===== src/rtl/eeg_pkg.sv =====
`timescale 1ns/1ps
package eeg_pkg;
  // Field positions inside the protection register
  localparam int WEL_POS  = 1;
  localparam int BL_LO    = 3;
  localparam int BL_HI    = 4;
  localparam int WPEN_POS = 7;

  // Lock level encoding, ordered by growing protected range
  typedef enum logic [1:0] {
    LOCK_NONE = 2'b00,
    LOCK_QTR  = 2'b01,
    LOCK_HALF = 2'b10,
    LOCK_ALL  = 2'b11
  } lock_e;

  // Request target after address decode
  typedef enum logic [1:0] {
    TGT_ARRAY = 2'b00,
    TGT_REG   = 2'b01,
    TGT_VOID  = 2'b10
  } tgt_e;
endpackage


===== src/rtl/eeg_addr_class.sv =====
`timescale 1ns/1ps
module eeg_addr_class #(
  parameter int ADDR_W   = 16,
  parameter int ARRAY_AW = 14
) (
  input  logic [ADDR_W-1:0] addr,
  output eeg_pkg::tgt_e     tgt,
  output logic [1:0]        blk
);
  import eeg_pkg::*;

  localparam int HI_W = ADDR_W - ARRAY_AW;

  logic in_array;
  logic at_top;

  // Address inside the array window when all bits above it are zero
  assign in_array = (addr[ADDR_W-1:ARRAY_AW] == {HI_W{1'b0}});
  // Register sits at the all-ones address
  assign at_top   = &addr;
  // Top two array address bits pick the quarter
  assign blk      = addr[ARRAY_AW-1:ARRAY_AW-2];

  always_comb begin
    if (in_array)    tgt = TGT_ARRAY;
    else if (at_top) tgt = TGT_REG;
    else             tgt = TGT_VOID;
  end
endmodule


===== src/rtl/eeg_lock_dec.sv =====
`timescale 1ns/1ps
module eeg_lock_dec (
  input  eeg_pkg::lock_e lvl,
  input  logic [1:0]     blk,
  output logic           locked
);
  import eeg_pkg::*;

  // Each level protects the upper part of the array
  always_comb begin
    unique case (lvl)
      LOCK_NONE: locked = 1'b0;
      LOCK_QTR:  locked = (blk == 2'b11);
      LOCK_HALF: locked = blk[1];
      default:   locked = 1'b1;
    endcase
  end
endmodule


===== src/rtl/eeg_prot_reg.sv =====
`timescale 1ns/1ps
module eeg_prot_reg #(
  parameter int DATA_W = 8
) (
  input  logic              clk,
  input  logic              rst,
  input  logic              upd,
  input  logic [DATA_W-1:0] din,
  input  logic              wp_pin,
  output logic [DATA_W-1:0] q,
  output logic              wel,
  output eeg_pkg::lock_e    lvl,
  output logic              frozen
);
  import eeg_pkg::*;

  localparam logic [DATA_W-1:0] WEL_ONLY = DATA_W'(1) << WEL_POS;

  logic       wel_q;
  logic [1:0] bl_q;
  logic       wpen_q;

  always_ff @(posedge clk) begin
    if (rst) begin
      wel_q  <= 1'b0;
      bl_q   <= 2'b00;
      wpen_q <= 1'b0;
    end else if (upd) begin
      // Enable latch: set by the exact enable byte, cleared by bit 1 low
      if (din == WEL_ONLY)
        wel_q <= 1'b1;
      else if (!din[WEL_POS])
        wel_q <= 1'b0;
      // Lock fields move only when the latch was already set
      if (wel_q) begin
        bl_q   <= din[BL_HI:BL_LO];
        wpen_q <= din[WPEN_POS];
      end
    end
  end

  always_comb begin
    q              = '0;
    q[WEL_POS]     = wel_q;
    q[BL_HI:BL_LO] = bl_q;
    q[WPEN_POS]    = wpen_q;
  end

  assign wel    = wel_q;
  assign lvl    = lock_e'(bl_q);
  assign frozen = wpen_q & wp_pin;
endmodule


===== src/rtl/eeprom_wr_guard.sv =====
`timescale 1ns/1ps
module eeprom_wr_guard #(
  parameter int ADDR_W   = 16,
  parameter int ARRAY_AW = 14,
  parameter int DATA_W   = 8
) (
  input  logic              clk,
  input  logic              rst,
  input  logic              wr_req,
  input  logic [ADDR_W-1:0] wr_addr,
  input  logic [DATA_W-1:0] wr_data,
  input  logic              wp_pin,
  output logic              wr_permit,
  output logic [DATA_W-1:0] prot_reg
);
  import eeg_pkg::*;

  tgt_e       tgt;
  logic [1:0] blk;
  lock_e      lvl;
  logic       wel;
  logic       frozen;
  logic       locked;
  logic       reg_upd;
  logic       grant_c;
  logic       permit_q;

  eeg_addr_class #(
    .ADDR_W   (ADDR_W),
    .ARRAY_AW (ARRAY_AW)
  ) u_class (
    .addr (wr_addr),
    .tgt  (tgt),
    .blk  (blk)
  );

  eeg_lock_dec u_lock (
    .lvl    (lvl),
    .blk    (blk),
    .locked (locked)
  );

  assign reg_upd = wr_req && (tgt == TGT_REG) && !frozen;

  eeg_prot_reg #(
    .DATA_W (DATA_W)
  ) u_preg (
    .clk    (clk),
    .rst    (rst),
    .upd    (reg_upd),
    .din    (wr_data),
    .wp_pin (wp_pin),
    .q      (prot_reg),
    .wel    (wel),
    .lvl    (lvl),
    .frozen (frozen)
  );

  always_comb begin
    grant_c = 1'b0;
    if (wr_req) begin
      unique case (tgt)
        TGT_ARRAY: grant_c = wel && !locked;
        TGT_REG:   grant_c = !frozen;
        default:   grant_c = 1'b0;
      endcase
    end
  end

  always_ff @(posedge clk) begin
    if (rst) permit_q <= 1'b0;
    else     permit_q <= grant_c;
  end

  assign wr_permit = permit_q;
endmodule


===== config.mk =====
export PLATFORM = sky130hd
export DESIGN_NAME = eeprom_wr_guard
export DESIGN_NICKNAME = d
export VERILOG_FILES = /design/src/rtl/eeg_pkg.sv /design/src/rtl/eeg_addr_class.sv /design/src/rtl/eeg_lock_dec.sv /design/src/rtl/eeg_prot_reg.sv /design/src/rtl/eeprom_wr_guard.sv
export SDC_FILE = /design/constraint.sdc
export NUM_CORES = 1
export LEC_CHECK = 0
export BUFFER_PORTS_ARGS = -buffer_cell sky130_fd_sc_hd__buf_2
export CAP_MARGIN = 25
export CORE_AREA = 2 2 39 41
export CTS_BUF_LIST = sky130_fd_sc_hd__clkbuf_8
export DETAILED_ROUTE_END_ITERATION = 10
export DIE_AREA = 0 0 41 43
export PLACE_DENSITY_LB_ADDON = 0.1
export SYNTH_ARGS = -nofsm -noshare
export SYNTH_HDL_FRONTEND = slang
export SYNTH_SLANG_ARGS = --single-unit

===== constraint.sdc =====
create_clock -name clk -period 1.45 [get_ports clk]
set_input_delay 0.0725 -clock clk [delete_from_list [all_inputs] [get_ports clk]]
set_output_delay 0.0725 -clock clk [all_outputs]
set_load 0.01 [all_outputs]

Yosys cells after proc, flatten, opt, wreduce, memory -nomap -nowiden
Cells that the tools add are included.
{"block": "word_totals", "output_inout_bits": 9, "inputBits": 28, "regBits": 5}
{"block": "op_classes", "n_reduce_logical": 12, "bitwise": 2, "muxes": 6, "n_eq_ne": 6}
{"cell": "16-bit AND reduction", "n": 1}
{"cell": "8-bit by 2-bit equality test with 1-bit output (second input constant)", "n": 1}
{"cell": "2-bit zero test", "n": 3}
{"cell": "2-bit by 1-bit equality test with 1-bit output (second input constant)", "n": 2}
{"cell": "2-bit equality test (second input constant)", "n": 2}
{"cell": "2-bit two-way mux", "n": 2}
{"cell": "2-bit AND reduction", "n": 2}
{"cell": "1-bit logical AND", "n": 3}
{"cell": "1-bit one-hot mux with 3 select lines", "n": 1}
{"cell": "1-bit zero test", "n": 2}
{"cell": "1-bit two-way mux", "n": 2}
{"cell": "2-bit by 1-bit != test with 1-bit output (second input constant)", "n": 1}
{"cell": "1-bit one-hot mux with 2 select lines", "n": 1}
{"cell": "2-bit OR reduction", "n": 1}
{"cell": "1-bit bitwise AND", "n": 1}
{"cell": "1-bit inverter", "n": 1}

Logic depth before layout (Yosys ltp)
Gate-level depths: netlist (run 1).
{"block": "logic_depth", "ltp_word": 7, "ltp_mapped": 4, "depth_no_buf": 4}

By module
Synthesis (run 1) repeated with hierarchy kept, for this count alone.
{"block": "unflattened", "hier_cells": 47, "area_unflattened_um2": 395.4}
{"module": "eeg_prot_reg", "area_per_inst_um2": 259.0, "cells_each": 29, "instances": 1, "seq_area_each_um2": 80.1}
{"module": "eeg_addr_class", "area_per_inst_um2": 63.8, "cells_each": 9, "instances": 1, "seq_area_each_um2": 0.0}
{"module": "eeprom_wr_guard", "area_per_inst_um2": 58.8, "cells_each": 6, "instances": 1, "seq_area_each_um2": 20.0}
{"module": "eeg_lock_dec", "area_per_inst_um2": 13.8, "cells_each": 3, "instances": 1, "seq_area_each_um2": 0.0}

Least setup slack after synthesis (run 1)
Ideal clock, no wire load.
{"block": "synth_path", "path_kind": "reg2reg", "start": "register u_preg.wel_q, in the netlist u_preg.wel", "end": "register u_preg.bl_q[0], in the netlist u_preg.lvl[0]", "arrival_time_ns": 1.034, "period_less_slack_ns": 1.153, "path_slack_ns": 0.297, "path_stages_with_launch": 5, "path_buffers": 0, "path_cell_list": "dfxtp_1 -> and2_4 -> or3b_1 -> o21ai_1 -> a21oi_1"}
{"block": "synth_via", "elab_chain_len": 1}
{"element": "start, declared", "line": "eeg_prot_reg.sv:19", "source": "logic wel_q;"}
{"element": "start signal, assigned", "line": "eeg_prot_reg.sv:25", "source": "wel_q <= 1'b0;"}
{"element": "start signal, assigned", "line": "eeg_prot_reg.sv:31", "source": "wel_q <= 1'b1;"}
{"element": "start signal, assigned", "line": "eeg_prot_reg.sv:33", "source": "wel_q <= 1'b0;"}
{"element": "2-bit AND reduction (no source line)"}
{"element": "end signal, assigned", "line": "eeg_prot_reg.sv:36", "source": "bl_q <= din[BL_HI:BL_LO];"}
{"element": "end, declared", "line": "eeg_prot_reg.sv:20", "source": "logic [1:0] bl_q;"}
No other way between the ends.
A chain may end at the register's enable or synchronous reset.

Final worst setup path (run 1)
Ends and elaborated chain as after synthesis.

==> impl_metrics.ini, run 1 <==
[status]
status = completed

[sta]
rsz0062_at_grt = false
layout_worst_path_cycle_share = 0.8522
fin_skew_ns = 0.005462
finalMaxSlewViolations = 0
period_minus_slack_ns = 1.236
hold_viol = 0
fmax_mhz = 809.3
fin_setup_tns_ns = 0
finalSetupViolations = 0

[grt]
grt_usage = 0.1288
grt_pass1_wl_mm = 1.504
grt_max_degree = 6
grt_pass1_vias = 415
grt_overflow = 0
grt_antenna_before_repair = 0

[placement]
dpl.hpwl_um = 832.7
portBuffers = 32
place_congestion = 0.7534
dpl.cell_count = 88

[die]
dieArea_um2 = 1763
core_area_um2 = 1384
initial_core_util = 0.2640
die-width_um = 41
die_h_um = 43
row_count = 14
top_level_ports = 37

[critical_path]
worstPathArrival_ns = 1.34
path_max_fanout = 4
worstSetupStartpointType = register
required_ns = 1.55
crit_path_end_kind = register
critPathKind = register to register

[clock_tree]
htreeDepth = 1
cts_tree = yes
cts_resized = 0
cts_root_buf = clkbuf_8
cts_setup_buffers = 0
cts.clk_slew.worst_paths_ns = 0.04
cts_sinks = 5
numCtsBuffers = 3
clock_path_buffers = 2
insertion_delay_ns = 0.22
postCtsHoldBufs = 0

[pwr]
power_mw = 0.4457
ir_drop_uv = 549.7
power_leakage_nw = 0.2470
power.density_nw_per_um2 = 800.5

[finish]
fill_cells = 150
mostFrequentLayoutCells = buf_2, nand4_1, a21oi_1, dfxtp_1, conb_1
drive_gt1_frac = 0.5132
fin_util = 0.4024
fin_nets = 105
final_common_cell = buf_2
antenna_cells = 0
area_delta_synth_final_pct = 52.40
stdcell_count = 92

[drt]
via_per_inst = 4.739
num_vias = 436
final_antenna_net_count = 0
drc = 0
wire_per_inst_um = 10.70
initialDrtViolationCount = 2
routed_wl_um = 984
drtPass1Iterations = 4

[synthesis]
synthCells = 43
ys_seq_area_frac = 0.2740
ys_warn_count = 0
synth.cell_area_um2 = 365.4
synth.avg_cell_area_um2 = 8.497
ys_seq_elements = 5
synth.distinct_cells = 23

[worst_hold_path]
hold_class = primary input to register

[flow_run]
max_cap_viol_count = 0
## worst paths after layout
| kind | slack (ns) | depth (start not counted) | start | endpoint |
|---|---|---|---|---|
| setup / recovery | 0.21 | 4 | u_preg.wel | u_preg.lvl[0] |
| hold / removal | 0.07 | 2 | rst | u_preg.wpen_q |
| setup reg to reg | 0.21 | 4 | u_preg.wel | u_preg.lvl[0] |
| hold reg to reg | 0.50 | 2 | u_preg.lvl[0] | u_preg.lvl[0] |
## where the power goes
part / switching [mW] / internal (mW)
clock: 0.0687 / 0.182
sequential: 0.0000000387 / 0.138
combinational: 0.0264 / 0.0308
total: 0.0951 / 0.351
## Yosys cell counts
master,count,area [um2]
o211ai_1,1,7.510
nand3b_1,1,7.510
inv_1,1,3.750
o21ai_1,3,15.01
a211o_2,1,10.01
a211oi_4,1,20.02
buf_4,6,45.04
a211oi_1,1,7.510
nor2_1,1,3.750
nand4_1,6,37.54
a21oi_1,5,25.02
nand4_2,1,12.51
or3b_1,1,8.760
o2bb2ai_1,1,8.760
nor4b_1,1,8.760
nand4b_1,1,8.760
nand2b_1,1,6.260
and2_4,1,8.760
nor4_1,1,6.260
nand2_1,1,3.750
nor2b_1,1,6.260
dfxtp_1,5,100.1
conb_1,1,3.750
## critical path, cell delays in order (launching register included)
cell	delay (ns)
dfxtp_1	0.36
and2_4	0.17
or3b_1	0.39
o21ai_1	0.14
a21oi_1	0.07
## layout make-up
type                            instances  area (um2)  share of cell area
Multi-Input combinational cell         34       227.7              0.4090
Sequential cell                         5       100.1              0.1798
Tap cell                               16       20.02             0.03596
Timing Repair Buffer                   32       160.2              0.2876
Clock buffer                            3       41.29             0.07416
Inverter                                1       3.754            0.006742
Clock inverter                          1       3.754            0.006742
## per-layer routing
metal,wire length (um),up-vias,part of all wire,global-route usage
met2,449,27,0.46,0.2250
met4,0,0,0,0
met3,146,0,0.15,0.1047
met5,0,-,0,0
met1,388,186,0.39,0.1165
li1,-,223,-,-
## cell families (layout without fill, tap and decap cells)
group | count (synthesis) | after routing | share of synthesized area
and+or+nand+nor | 17 | 17 | 0.3254
AOI/OAI and AO/OA | 13 | 13 | 0.2568
buffers and inverters | 7 | 37 | 0.1335
DFF | 5 | 5 | 0.2740
other | 1 | 4 | 0.01026
## flip-flops by register name, indices dropped and copies added (netlist names)
register and flops:
u_preg.lvl 2, u_preg.wel 1, u_preg.wpen_q 1, wr_permit 1
## through the flow
stage | hold WS [ns] | setup WS [ns] | area (um2)
after floorplan | 0.1416 | 0.2971 | 376.6
after global placement | 0.3048 | 0.2519 | 511.7
after detailed placement | 0.3054 | 0.2284 | 511.7
after CTS | 0.07071 | 0.2189 | 556.8
after global routing | 0.08315 | 0.1647 | 556.8
final | 0.07465 | 0.2143 | 556.8
Power figures use the tool's default switching activity.
==> run 2, diff against run 1 <==
--- a/config.mk
+++ b/config.mk
@@ -5,6 +5,7 @@
 export SDC_FILE = /design/constraint.sdc
 export NUM_CORES = 1
 export LEC_CHECK = 0
+export ABC_AREA = 1
 export BUFFER_PORTS_ARGS = -buffer_cell sky130_fd_sc_hd__buf_2
 export CAP_MARGIN = 25
 export CORE_AREA = 2 2 39 41
==> impl_metrics.ini, run 2 <==
[grt]
grt_antenna_before_repair = 0
grt_max_degree = 7
grt_overflow = 0
grt_usage = 0.1296
grt_pass1_vias = 386
grt_pass1_wl_mm = 1.490

[finish]
stdcell_count = 110
mostFrequentLayoutCells = buf_2, nand2_1, nor2_1
fin_nets = 123
multi_input_area_um2 = 240.2
final_common_cell = buf_2
fill_cells = 160
largest_reg_flops = 2
antenna_cells = 0
fin_util = 0.4222
seqCellArea_um2 = 100.1
drive_gt1_frac = 0.4574
area_delta_synth_final_pct = 48.73

[drt]
initialDrtViolationCount = 2
num_vias = 443
routed_wl_um = 908
drtPass1Iterations = 2
via_per_inst = 4.027
wire_per_inst_um = 8.255
drc = 0
final_antenna_net_count = 0

[synthesis]
synth.cell_area_um2 = 392.9
synth.avg_cell_area_um2 = 6.441
ys_seq_elements = 5
ys_warn_count = 0
synthTopCellsByCount = nand2_1, nor2_1, buf_4, dfxtp_1, inv_1
synth_ff_type = dfxtp_1
synth_enable_flop_cells = 0
synth.distinct_cells = 17
async_flop_share = 0
synth.most_common_cell = nand2_1
ys_seq_area_frac = 0.2548
synthCells = 61
synthTopCellsByArea = dfxtp_1, nand2_1, buf_4
yosys.area.top_type = dfxtp_1
synth_top_cell_area_share = 0.2548

[critical_path]
critPathKind = register to register
required_ns = 1.56
cp_num_buf_inv = 0
worstSetupStartpointType = register
path_cells = nand2_1 -> nand2_1 -> nor2_2 -> nand4_4 -> nor2_1 -> nor2_1
slowest_stage = dfxtp_1
crit_path_end_kind = register
cp_slowest_stage_delay_ns = 0.31
worstPathArrival_ns = 1.16
path_max_fanout = 6
cpLargestDelayFamily = simple AND/OR/NAND/NOR gates

[clock_tree]
cts_tree = yes
cts_setup_buffers = 0
cts_resized = 0
postCtsHoldBufs = 0
cts_sinks = 5
cts.clk_slew.worst_paths_ns = 0.04
clock_path_buffers = 2
cts_root_buf = clkbuf_8
insertion_delay_ns = 0.22
htreeDepth = 1
numCtsBuffers = 3

[sta]
rsz0062_at_grt = false
fin_setup_tns_ns = 0
layout_worst_path_cycle_share = 0.7230
fin_skew_ns = 0.0002151
hold_viol = 0
finalSetupViolations = 0
finalMaxSlewViolations = 0
period_minus_slack_ns = 1.048
fmax_mhz = 953.9

[placement]
dpl.hpwl_um = 765
portBuffers = 32
place_congestion = 0.7554
dpl.cell_count = 106

[die]
die-width_um = 41
die_h_um = 43
top_level_ports = 37
row_count = 14
initial_core_util = 0.2839
core_area_um2 = 1384
dieArea_um2 = 1763

[pwr]
power.density_nw_per_um2 = 776.6
power_leakage_nw = 0.3178
ir_drop_uv = 427.5

[worst_hold_path]
hold_class = primary input to register

[status]
status = completed

[flow_run]
max_cap_viol_count = 0
## run 2: path summary, 6_finish.rpt
kind / from / endpoint / slack [ns] / cells after the start
hold reg to reg: u_preg.wel / u_preg.wel / 0.52 / 2
setup reg to reg: u_preg.wpen_q / u_preg.wpen_q / 0.40 / 6
hold / removal: rst / u_preg.wel / 0.03 / 2
setup / recovery: u_preg.wpen_q / u_preg.wpen_q / 0.40 / 6
## run 2: cells by family (layout without fill, tap and decap cells)
family / count (synthesis) / after routing / synth area share
AND/OR/NAND/NOR: 41 / 41 / 0.5350
buffers and inverters: 11 / 41 / 0.1624
flip-flops: 5 / 5 / 0.2548
AO/OA/AOI/OAI: 3 / 3 / 0.03821
other: 1 / 4 / 0.009545
## run 2: final cells by class
cell class                 count  share of cell area
tap                           16             0.03426
clock buffer                   3             0.07066
sequential                     5              0.1713
timing repair buffer          32              0.2741
clock inverter                 1            0.006424
inverter                       5             0.03212
multi-input combinational     48              0.4111
## run 2: layer usage
layer / track usage / vias up / wire length (um)
met5: 0 / - / 0
met3: 0.03141 / 4 / 96
met4: 0.1000 / 0 / 23
met2: 0.1719 / 22 / 394
li1: - / 247 / -
met1: 0.1710 / 170 / 392
## run 2: stage by stage
stage / setup slack, ns / cell area [um2] / total power [mW] / hold WS, ns
3_3_place_gp: 0.4205 / 539.3 / 0.2021 / 0.2601
2_1_floorplan: 0.4882 / 404.1 / 0.1677 / 0.1416
5_1_grt: 0.2606 / 584.3 / 0.4835 / 0.04965
4_1_cts: 0.3886 / 584.3 / 0.4614 / 0.02963
6_report: 0.4017 / 584.3 / 0.4538 / 0.03224
3_5_place_dp: 0.3945 / 539.3 / 0.2027 / 0.2609
## run 2: worst register-to-register path: cells and delay by family, from the launching register on
family | cells | cell delay [ns]
and+or+nand+nor | 6 | 0.63
DFF | 1 | 0.31
## run 2: report_power, final
group / internal (mW) / total, mW / switching [mW]
Clock: 0.182 / 0.254 / 0.0719
Sequential: 0.138 / 0.138 / 0.0000000368
Combinational: 0.0314 / 0.0618 / 0.0304
==> run 3, diff against run 2 <==
==> constraint.sdc (replaced) <==
create_clock -name clk -period 1 [get_ports clk]
set_input_delay 0.05 -clock clk [delete_from_list [all_inputs] [get_ports clk]]
set_output_delay 0.05 -clock clk [all_outputs]
set_load 0.01 [all_outputs]
==> impl_metrics.ini, run 3 (synthesis results as in run 2) <==
[drt]
drc = 0
wire_per_inst_um = 8.735
num_vias = 478
final_antenna_net_count = 0
routed_wl_um = 987
drtPass1Iterations = 2
via_per_inst = 4.230
initialDrtViolationCount = 1

[sta]
hold_slack_ns = 0.009222
setup_ws_ns = -0.01489
hold_viol = 0
rsz0062_at_grt = true
fmax_mhz = 985.3
finalMaxSlewViolations = 0
layout_worst_path_cycle_share = 1.015
fin_skew_ns = 0.0005953
period_minus_slack_ns = 1.015
finalSetupViolations = 2

[critical_path]
cpLargestDelayFamily = simple AND/OR/NAND/NOR gates
worstSetupStartpointType = register
cp_slowest_stage_delay_ns = 0.31
ff2ff_path_depth = 7
crit_top_cell = nand2_2
path_cells = nand2_2 -> nand2_2 -> nor2_4 -> buf_4 -> nand4_1 -> nand2_1 -> a21oi_1
required_ns = 1.11
crit_path_end_kind = register
worstPathArrival_ns = 1.12
path_max_fanout = 3
critPathKind = register to register
cp_num_buf_inv = 1
crit_cells = 7
slowest_stage = dfxtp_2

[clock_tree]
cts_root_buf = clkbuf_8
cts.clk_slew.worst_paths_ns = 0.04
numCtsBuffers = 3
clock_path_buffers = 2
insertion_delay_ns = 0.22
htreeDepth = 1
cts_sinks = 5
cts_tree = yes

[grt]
grt_pass1_wl_mm = 1.566
grt_usage = 0.1364
grt_overflow = 0
grt_pass1_vias = 400
grt_max_degree = 7
grt_antenna_before_repair = 0

[die]
die_h_um = 43
core_area_um2 = 1384
top_level_ports = 37
dieArea_um2 = 1763
die-width_um = 41
initial_core_util = 0.2839
row_count = 14

[pwr]
ir_drop_uv = 621.6
internal-power_mw = 0.5115
pwr-share-comb = 0.144
clockPowerShare = 0.553
power_leakage_nw = 0.3339
seq_power_share = 0.304
p_sw_frac = 0.2253
netSwitchingPower_mw = 0.1488
power_mw = 0.6603
power.density_nw_per_um2 = 1064

[finish]
final_common_cell = buf_2
area_delta_synth_final_pct = 57.96
stdcell_count = 113
antenna_cells = 0
drive_gt1_frac = 0.5155
mostFrequentLayoutCells = buf_2, nand2_1, nor2_1
fill_cells = 157
largest_reg_flops = 2
fin_nets = 126

[worst_hold_path]
hold_class = primary input to register
min_path_cells = 2

[placement]
dpl.cell_count = 108
portBuffers = 32
place_congestion = 0.7694
dpl.hpwl_um = 816.1

[flow_run]
max_cap_viol_count = 0

[status]
status = finished with violations
violations = negative setup slack
[run 3: worst register-to-register path, delay by kind of cell (launching register included)]
| family | cells | cell delay, ns |
|---|---|---|
| and+or+nand+nor | 5 | 0.41 |
| buffers and inverters | 1 | 0.13 |
| AOI/OAI and AO/OA | 1 | 0.05 |
| DFF | 1 | 0.31 |
[run 3: worst paths after layout]
check,start,to,slack [ns]
setup reg to reg,u_preg.wpen_q,u_preg.wel,-0.01
setup / recovery,u_preg.wpen_q,u_preg.wel,-0.01
hold / removal,rst,u_preg.wel,0.009
hold reg to reg,u_preg.lvl[1],u_preg.lvl[1],0.52
[run 3: per-stage QoR]
| stage | utilization | cell area (um2) | setup TNS, ns | setup slack (ns) |
|---|---|---|---|---|
| floorplan | - | 404.1 | 0 | 0.03824 |
| global placement | 0.4005 | 554.3 | -0.05318 | -0.01813 |
| detailed placement | 0.4005 | 554.3 | -0.1016 | -0.03872 |
| CTS | 0.4385 | 606.8 | 0 | 0.004038 |
| global route | 0.4485 | 620.6 | -0.2969 | -0.08663 |
| finish | 0.4485 | 620.6 | -0.02556 | -0.01489 |
[run 3: power groups by stage]
stage               Clock [mW]  Combinational, mW  Sequential (mW)
finish                   0.365             0.0949            0.201
global route             0.393              0.109            0.200
CTS                      0.374             0.0942            0.201
detailed placement           0             0.0908            0.204
global placement             0             0.0895            0.204
floorplan                    0             0.0396            0.204
[run 3: per-layer routing]
| metal | vias up | wire (um) | GRT usage |
|---|---|---|---|
| met4 | 0 | 14 | 0.1000 |
| met2 | 20 | 505 | 0.2094 |
| li1 | 254 | - | - |
| met5 | - | 0 | 0 |
| met3 | 2 | 95 | 0.04712 |
| met1 | 202 | 371 | 0.1442 |
[run 3: layout make-up]
| type | count | area [um2] | share of cell area |
|---|---|---|---|
| Inverter | 5 | 18.77 | 0.03024 |
| Clock buffer | 3 | 41.29 | 0.06653 |
| Multi-Input combinational cell | 48 | 252.7 | 0.4073 |
| Timing Repair Buffer | 35 | 182.7 | 0.2944 |
| Tap cell | 16 | 20.02 | 0.03226 |
| Clock inverter | 1 | 3.754 | 0.006048 |
| Sequential cell | 5 | 101.3 | 0.1633 |
[run 3: what timing repair did]
| item | CTS | global route |
|---|---|---|
| setup endpoints to repair | 3 | 3 |
| hold buffers | 0 | 0 |
| pin swaps | 0 | 4 |
| buffers inserted | 0 | 1 |
| gates resized for setup | 2 | 3 |
